**src/rtl/spi_chain_pkg.sv**
```systemverilog
// Shared types for the chainable serial slave front end.
// Assumes a byte-wide command and a byte-wide data field in one word.
package spi_chain_pkg;
    localparam int unsigned SPI_BYTE_W = 8;
    localparam int unsigned SPI_WORD_W = 2 * SPI_BYTE_W;

    typedef logic [SPI_BYTE_W-1:0] spi_byte_t;

    typedef struct packed {
        spi_byte_t cmd;
        spi_byte_t data;
    } spi_word_t;
endpackage

```
**src/rtl/sync_chain.sv**
```systemverilog
// Multi-flop level synchroniser, one independent chain per lane.
// Assumes each input is held long enough to be seen by several clk edges.
module sync_chain #(
    parameter int unsigned             LANES     = 3,
    parameter int unsigned             STAGES    = 2,
    parameter logic [LANES-1:0]        RESET_VAL = '0
) (
    input  logic             clk,
    input  logic             rst_n,
    input  logic [LANES-1:0] async_in,
    output logic [LANES-1:0] sync_out
);
    for (genvar g = 0; g < LANES; g++) begin : g_lane
        logic [STAGES-1:0] chain;

        // Shift the raw input through STAGES flops toward sync_out.
        always_ff @(posedge clk) begin
            if (!rst_n) begin
                chain <= {STAGES{RESET_VAL[g]}};
            end else begin
                chain <= {chain[STAGES-2:0], async_in[g]};
            end
        end

        assign sync_out[g] = chain[STAGES-1];
    end
endmodule

```
**src/rtl/edge_detect.sv**
```systemverilog
// Rising and falling edge pulses for synchronised levels.
// Assumes inputs are already in the clk domain.
module edge_detect #(
    parameter int unsigned      LANES     = 2,
    parameter logic [LANES-1:0] RESET_VAL = '0
) (
    input  logic             clk,
    input  logic             rst_n,
    input  logic [LANES-1:0] level,
    output logic [LANES-1:0] rise,
    output logic [LANES-1:0] fall
);
    logic [LANES-1:0] level_q;

    // Remember last cycle's level for comparison.
    always_ff @(posedge clk) begin
        if (!rst_n) level_q <= RESET_VAL;
        else        level_q <= level;
    end

    assign rise = level & ~level_q;
    assign fall = ~level & level_q;
endmodule

```
**src/rtl/shift_core.sv**
```systemverilog
// Serial word shifter with falling-edge data out and readback byte load.
// Assumes shift and load events never coincide with each other.
module shift_core
    import spi_chain_pkg::*;
(
    input  logic      clk,
    input  logic      rst_n,
    input  logic      cs_active,
    input  logic      sclk_rise,
    input  logic      sclk_fall,
    input  logic      cs_fall,
    input  logic      din_s,
    input  logic      load_en,
    input  spi_byte_t load_byte,
    output spi_word_t word,
    output logic      dout
);
    // Shift on rising serial clock, or merge the readback byte at frame start.
    always_ff @(posedge clk) begin
        if (!rst_n) begin
            word <= '0;
        end else if (cs_fall && load_en) begin
            word.data <= load_byte;
        end else if (cs_active && sclk_rise) begin
            word <= {word[SPI_WORD_W-2:0], din_s};
        end
    end

    // Present the top bit on each falling serial clock.
    always_ff @(posedge clk) begin
        if (!rst_n) begin
            dout <= 1'b0;
        end else if (cs_active && sclk_fall) begin
            dout <= word[SPI_WORD_W-1];
        end
    end
endmodule

```
**src/rtl/frame_latch.sv**
```systemverilog
// Captures the word on frame end, pulses a strobe, tracks a pending read.
// Assumes cs_rise and cs_fall are single-cycle pulses.
module frame_latch
    import spi_chain_pkg::*;
#(
    parameter int unsigned READ_FLAG_BIT = SPI_BYTE_W - 1
) (
    input  logic      clk,
    input  logic      rst_n,
    input  logic      cs_rise,
    input  logic      cs_fall,
    input  spi_word_t word,
    output logic      frame_valid,
    output spi_byte_t frame_cmd,
    output spi_byte_t frame_data,
    output logic      read_pending
);
    // Latch the word and raise the strobe for one cycle.
    always_ff @(posedge clk) begin
        if (!rst_n) begin
            frame_valid <= 1'b0;
            frame_cmd   <= '0;
            frame_data  <= '0;
        end else begin
            frame_valid <= cs_rise;
            if (cs_rise) begin
                frame_cmd  <= word.cmd;
                frame_data <= word.data;
            end
        end
    end

    // Arm the readback load from the flag, consume it at the next frame start.
    always_ff @(posedge clk) begin
        if (!rst_n)       read_pending <= 1'b0;
        else if (cs_rise) read_pending <= word.cmd[READ_FLAG_BIT];
        else if (cs_fall) read_pending <= 1'b0;
    end
endmodule

```
**src/rtl/spi_chain_slave.sv**
```systemverilog
// Top of the chainable serial slave: synchronisers, edge detection,
// shifter and frame latch. Assumes clk is several times faster than sclk.
module spi_chain_slave
    import spi_chain_pkg::*;
#(
    parameter int unsigned SYNC_STAGES   = 2,
    parameter int unsigned READ_FLAG_BIT = SPI_BYTE_W - 1
) (
    input  logic                  clk,
    input  logic                  rst_n,
    input  logic                  sclk,
    input  logic                  cs_n,
    input  logic                  din,
    input  logic [SPI_BYTE_W-1:0] rd_byte,
    output logic                  dout,
    output logic                  frame_valid,
    output logic [SPI_BYTE_W-1:0] frame_cmd,
    output logic [SPI_BYTE_W-1:0] frame_data
);
    localparam int unsigned LANE_SCLK = 0;
    localparam int unsigned LANE_CS   = 1;
    localparam int unsigned LANE_DIN  = 2;

    logic [2:0] lvl;
    logic [1:0] rise;
    logic [1:0] fall;
    spi_word_t  word;
    logic       read_pending;
    logic       cs_active;

    sync_chain #(
        .LANES     (3),
        .STAGES    (SYNC_STAGES),
        .RESET_VAL (3'b010)
    ) u_sync (
        .clk      (clk),
        .rst_n    (rst_n),
        .async_in ({din, cs_n, sclk}),
        .sync_out (lvl)
    );

    edge_detect #(
        .LANES     (2),
        .RESET_VAL (2'b10)
    ) u_edge (
        .clk   (clk),
        .rst_n (rst_n),
        .level (lvl[LANE_CS:LANE_SCLK]),
        .rise  (rise),
        .fall  (fall)
    );

    assign cs_active = ~lvl[LANE_CS];

    shift_core u_shift (
        .clk       (clk),
        .rst_n     (rst_n),
        .cs_active (cs_active),
        .sclk_rise (rise[LANE_SCLK]),
        .sclk_fall (fall[LANE_SCLK]),
        .cs_fall   (fall[LANE_CS]),
        .din_s     (lvl[LANE_DIN]),
        .load_en   (read_pending),
        .load_byte (rd_byte),
        .word      (word),
        .dout      (dout)
    );

    frame_latch #(
        .READ_FLAG_BIT (READ_FLAG_BIT)
    ) u_latch (
        .clk          (clk),
        .rst_n        (rst_n),
        .cs_rise      (rise[LANE_CS]),
        .cs_fall      (fall[LANE_CS]),
        .word         (word),
        .frame_valid  (frame_valid),
        .frame_cmd    (frame_cmd),
        .frame_data   (frame_data),
        .read_pending (read_pending)
    );
endmodule

```
**config.mk**
```make
export PLATFORM = sky130hd
export DESIGN_NAME = spi_chain_slave
export DESIGN_NICKNAME = d
export VERILOG_FILES = /design/src/rtl/spi_chain_pkg.sv /design/src/rtl/sync_chain.sv /design/src/rtl/edge_detect.sv /design/src/rtl/shift_core.sv /design/src/rtl/frame_latch.sv /design/src/rtl/spi_chain_slave.sv
export SDC_FILE = /design/constraint.sdc
export NUM_CORES = 1
export LEC_CHECK = 0
export ABC_AREA = 0
export CAP_MARGIN = 20
export CORE_AREA = 4 4 61 63
export CTS_CLUSTER_DIAMETER = 40
export DETAILED_ROUTE_END_ITERATION = 6
export DIE_AREA = 0 0 65 67
export PLACE_DENSITY = 0.8
export SLEW_MARGIN = 20
export SYNTH_ARGS = -nofsm -noshare
export SYNTH_HDL_FRONTEND = slang
export SYNTH_HIERARCHICAL = 1
export SYNTH_SLANG_ARGS = --single-unit
```
**constraint.sdc**
```tcl
create_clock -name clk -period 2.74 [get_ports clk]
set_input_delay 0.822 -clock clk [delete_from_list [all_inputs] [get_ports clk]]
set_output_delay 0.822 -clock clk [all_outputs]
set_load 0.01 [all_outputs]
```
# Word-level counts from Yosys, hierarchy flattened
# Cells that the tools add are included.
# word_totals
mem_bits_rw	0
mem_count	0
latch_bits	0
input_bits	13
rom_bits	0
out_inout_bits	18
register_bits	43
# classes
eq_ne	0
multipliers	0
mux	4
addsub	0
div_mod_pow	0
magnitude_cmp	0
bitwise_logic	6
shifts	0
n_reduce_logical	6
# ops
operator	n
8-bit 2-to-1 mux	2
2-bit bitwise AND	2
2-bit NOT	2
2-bit nonzero test	2
1-bit logical AND	3
1-bit 2-to-1 mux	2
1-bit NOT	2
2-bit AND reduction	1

# Longest topological paths before layout
# depth
depth_word	5
mapped_depth	6

# Hierarchy
# The synthesis kept the hierarchy.
# modules_own_cells
mod	area_per_inst_um2	seq_area_each_um2	cells_per_inst	instances
shift_core	730.7	340.3	80	1
frame_latch	670.6	360.3	57	1
sync_chain	180.2	120.1	15	1
edge_detect	77.6	40.0	8	1
spi_chain_slave	3.8	0.0	1	1

# Worst setup path after synthesis
# Ideal clock, no wire load.
# synth_path
kind	input-to-reg
start	input rst_n
end	register, netlist name u_shift/word[1]
setup_ns	0.128
slack_ns	1.375
n_path_buf	1
t_required_ns	2.612
path_stages	3
arrival_time_ns	1.237
path_cell_list	buf_2 nand2_1 o21ai_0
# synth_lines
element	line_no	rtl
start, declared	spi_chain_slave.sv:10	input logic rst_n,

# Worst setup path in the final report
# layout_path
start	register u_latch.frame_data[6]
end	output frame_data[6]
# layout_lines
element	line_no	rtl
start, declared	frame_latch.sv:15	output spi_byte_t frame_data,
start signal, assigned	frame_latch.sv:28	frame_data <= word.data;
end, declared	spi_chain_slave.sv:18	output logic [SPI_BYTE_W-1:0] frame_data
# No word-level cell between the ends.

==> results.env <==
HTREE_NUM_LEVELS=2
IO-PIN-COUNT=31
DRCVIOLATIONCOUNT=0
SHARE_COMB_OF_TOTAL_POWER_PCT=4.8
POWER_FRAC_CLOCK_PCT=30.1
FINALINSTANCEAREA_UM2=2010
ENDPOINT='frame_data[6]'
DIE-HEIGHT_UM=67
FINAL.SETUP.TNS_NS=0
REGISTER_AREA_UM2=861
START_KIND='register'
NUMCLOCKSINKS=43
TRITONCTS='built'
R2R-END='u_latch/frame_data[1]'
PLACEMENT.IO_BUFFERS=30
GRTUSAGETOTAL_PCT=15.1
GRT_START_MAX_NET_PINS=17
SYN2LAYOUT_AREA_GROWTH_PCT=20.8
CTSROOTBUFFERMASTER='sky130_fd_sc_hd__clkbuf_4'
FINAL_PERIOD_MINUS_WORST_SETUP_SLACK_NS=2.08
GRT_REMAINING_OVERFLOW=0
HPWL_UM=2150
MOST-COMMON-LAYOUT-CELLS='43 x sky130_fd_sc_hd__dfxtp_1, 30 x sky130_fd_sc_hd__clkdlybuf4s50_1, 23 x sky130_fd_sc_hd__mux2i_1'
FINISH.UTILIZATION_PCT=62.2
WORSTPATHBUFFERINVERTERCOUNT=1
SYN-CELL-AREA_UM2=1660
STATUS='finished clean'
PATH_DEPTH=1
MAX-CLOCK-PATH-BUFFERS=2
MAXCAPVIOLATIONS=0
REPORTED_LEAKAGE_POWER_nW=0.715
MEAN_INSTANCE_SIZE_IN_THE_SYNTHESIZED_NETLIST_UM2=10.3
POST-ROUTE-PERIOD-UTIL_PCT=76.0
ROUTED_LENGTH_PER_INSTANCE_UM=12.6
VDD.IR_DROP.WORST_mV=0.303
TIMING.CRITICAL_PATH.SLOWEST_STAGE_CELL='sky130_fd_sc_hd__clkdlybuf4s50_1'
GRT_PASS1_WL_UM=5000
WORST_PATH_DOMINANT_CELL_FAMILY='buffers and inverters'
FINAL_COMMON_CELL='sky130_fd_sc_hd__dfxtp_1'
REG2REGPATHDEPTH=4
SETUP_REPAIR_AFTER_GLOBAL_ROUTING_MISSED_ITS_MARGIN='no'
POWER.TOTAL_mW=0.969
SYNTH-SEQ-CELLS=43
CLK_TRANSITION_REPORTED_PATHS_NS=0.12
MULTIINPUTGATEAREA_UM2=714
CTS_HOLD_BUFFERS=0
FINISH.NET_COUNT=203
MAX_CLOCK_FREQ_MHz=480
CRIT_PATH_MAX_INCR_DELAY_NS=0.54
WORST_CLOCK_SKEW_NS=0.00557
CTS-RESIZED-GATES=0
DIEAREA_UM2=4360
ROUTED_WL_UM=2990
NUMBER_OF_ANTENNA_VIOLATIONS_AT_THE_FIRST_CHECK_IN_GLOBAL_ROUTING=0
SYNTH_TOP_AREA_CELL='sky130_fd_sc_hd__dfxtp_1'
COUNT_OF_INSERTED_ANTENNA_DIODE_CELLS=0
GP_ROUTABILITY_CONGESTION=0.777
POWER.SHARE.SWITCHING_PCT=21.7
SYNTH_TOP_CELL_AREA_SHARE_PCT=51.8
PWR-SHARE-SEQ_PCT=65.2
WORST_TRAN_PIN_VALUE_NS=0.601
FLOORPLAN.INITIALDENSITY_PCT=51.5
FP.DIEW_UM=65
CORE_REGION_UM2=3230
DRV_SLEW=0
WORSTPATHREQUIRED_NS=1.92
NUM-FILL-CELLS=294
DRIVE_ABOVE_1_SHARE_PCT=7.33
SETUP_VIOL=0
VIAS=1177
CRIT_TYPE='register to output port'
TRITONCTS.NUM_BUFFERS=5
INTERNAL_POWER_mW=0.759
PWR_DENSITY_CELL_nW_PER_UM2=482
SYNTHCELLS=161
WORSTREG2REGSTART='u_sync/g_lane[1].chain[1]'
CLOCK_LATENCY_NS=0.35
PLACE_AREA_UM2=1960
TIMING.CRITICAL_PATH.TO_TYPE='output port'
R2R_SETUP_SLACK_NS=1.15
YS_TOP_CELLS_BY_AREA='sky130_fd_sc_hd__dfxtp_1 52%, sky130_fd_sc_hd__mux2i_1 14%, sky130_fd_sc_hd__nor2b_1 7.1%'
DETAIL-ROUTE-ANTENNA-NETS=0
YOSYSUNIQUECELLTYPES=21
NUMBER_OF_GLOBAL_ROUTE_VIAS_BEFORE_REPAIR=1167
SYNTH.YOSYS.SEQ_AREA_SHARE_PCT=51.8
YOSYS_WARNINGS=6
DRT-PASS1-ITER-COUNT=4
FIRST_ITER_VIOLATIONS=57
POSTCTSSETUPBUFFERS=0
ARRIVAL_NS=1.26
CRIT_PATH_MAX_FANOUT=2
SYNTH_FP_NETS=174
FINALHOLDVIOLCOUNT=0
PLACEMENTROWS=21
TIMING.MAX_SLEW.REL_SLACK_PCT=59.7
POWER_SWITCHING_mW=0.210
CRIT_CHAIN='clkdlybuf4s50_1'
VIAS_PER_CELL=4.97
CRIT_PATH_START='u_latch/frame_data[6]'
HP-CLASS='register to register'
FINALHOLDWORSTSLACK_NS=0.428
==> cells in the mapped netlist <==
library cell	number
sky130_fd_sc_hd__o21ai_1	2
sky130_fd_sc_hd__a21boi_0	2
sky130_fd_sc_hd__o21ai_2	2
sky130_fd_sc_hd__nor2b_1	19
sky130_fd_sc_hd__dfxtp_1	43
sky130_fd_sc_hd__or3b_1	1
sky130_fd_sc_hd__and3_1	1
sky130_fd_sc_hd__buf_2	2
sky130_fd_sc_hd__inv_1	1
sky130_fd_sc_hd__and2_1	8
sky130_fd_sc_hd__nand2_2	2
sky130_fd_sc_hd__buf_4	3
sky130_fd_sc_hd__clkbuf_2	1
sky130_fd_sc_hd__a21boi_1	9
sky130_fd_sc_hd__o21ai_0	12
sky130_fd_sc_hd__nand2b_1	4
sky130_fd_sc_hd__nand2_1	12
sky130_fd_sc_hd__mux2i_1	23
sky130_fd_sc_hd__nand3_1	9
sky130_fd_sc_hd__clkbuf_1	1
sky130_fd_sc_hd__buf_6	4
==> how the worst min path moves through the flow <==
stage | slack [ns] | to | cells after the start | start
6_report | 0.43 | u_sync/g_lane[1].chain[1] | 1 | u_sync/g_lane[1].chain[0]
5_1_grt | 0.46 | u_sync/g_lane[1].chain[1] | 1 | u_sync/g_lane[1].chain[0]
4_1_cts | 0.43 | u_sync/g_lane[1].chain[1] | 1 | u_sync/g_lane[1].chain[0]
3_5_place_dp | 0.40 | u_sync/g_lane[1].chain[1] | 1 | u_sync/g_lane[1].chain[0]
3_3_place_gp | 0.39 | u_sync/g_lane[1].chain[1] | 1 | u_sync/g_lane[1].chain[0]
2_1_floorplan | 0.39 | u_sync/g_lane[1].chain[1] | 1 | u_sync/g_lane[1].chain[0]
==> through the flow <==
stage               setup slack, ns  instances
global route                  0.572        237
finish                        0.657        237
detailed placement            0.533        229
global placement              0.621        229
floorplan                      1.37        161
CTS                           0.646        237
==> worst register-to-register path, delay by kind of cell, from the launching register on <==
| family | cells | cell delay (ns) |
|---|---|---|
| flops | 1 | 0.37 |
| buf+inv | 1 | 0.32 |
| mux | 1 | 0.20 |
| simple gates | 2 | 0.61 |
==> power groups by stage <==
stage                     Sequential [mW]  Clock, mW  Combinational, mW
final                               0.632      0.291             0.0463
after global routing                0.633      0.331             0.0501
after CTS                           0.632      0.300             0.0469
after detailed placement            0.646          0             0.0467
after global placement              0.646          0             0.0456
after floorplan                     0.645          0             0.0254
==> metal layers <==
layer / GRT usage, % / vias to the layer above / wire, µm
met3: 4.38 / 8 / 142
met2: 25.9 / 33 / 1430
li1: - / 594 / -
met1: 16.6 / 542 / 1340
met4: 8.71 / 0 / 65
met5: 0 / - / 0
==> cells by family (layout without fill, tap and decap cells) <==
logic type / count (synthesis) / after routing / synth area share (%)
AND/OR/NAND/NOR: 56 / 56 / 18.7
AO/OA/AOI/OAI: 27 / 27 / 10.2
multiplexers: 23 / 23 / 13.8
flip-flops: 43 / 43 / 51.8
buffers and inverters: 12 / 42 / 5.42
==> cell type report <==
cell class / count / share of cell area, %
inverter: 1 / 0.187
sequential: 43 / 42.8
timing repair buffer: 33 / 16.1
multi-input combinational: 106 / 35.6
clock inverter: 1 / 0.249
tap: 46 / 2.86
clock buffer: 7 / 2.24
==> flip-flops by register name, indices dropped and copies added (netlist names) <==
register and flops:
u_latch/read_pending 1, u_edge/level_q 2, u_sync/g_lane.chain 6, u_shift/word 16, u_latch/frame_data 8, u_shift/dout 1, u_latch/frame_cmd 8, u_latch/frame_valid 1
No activity file was read; power rests on OpenSTA's default activity.
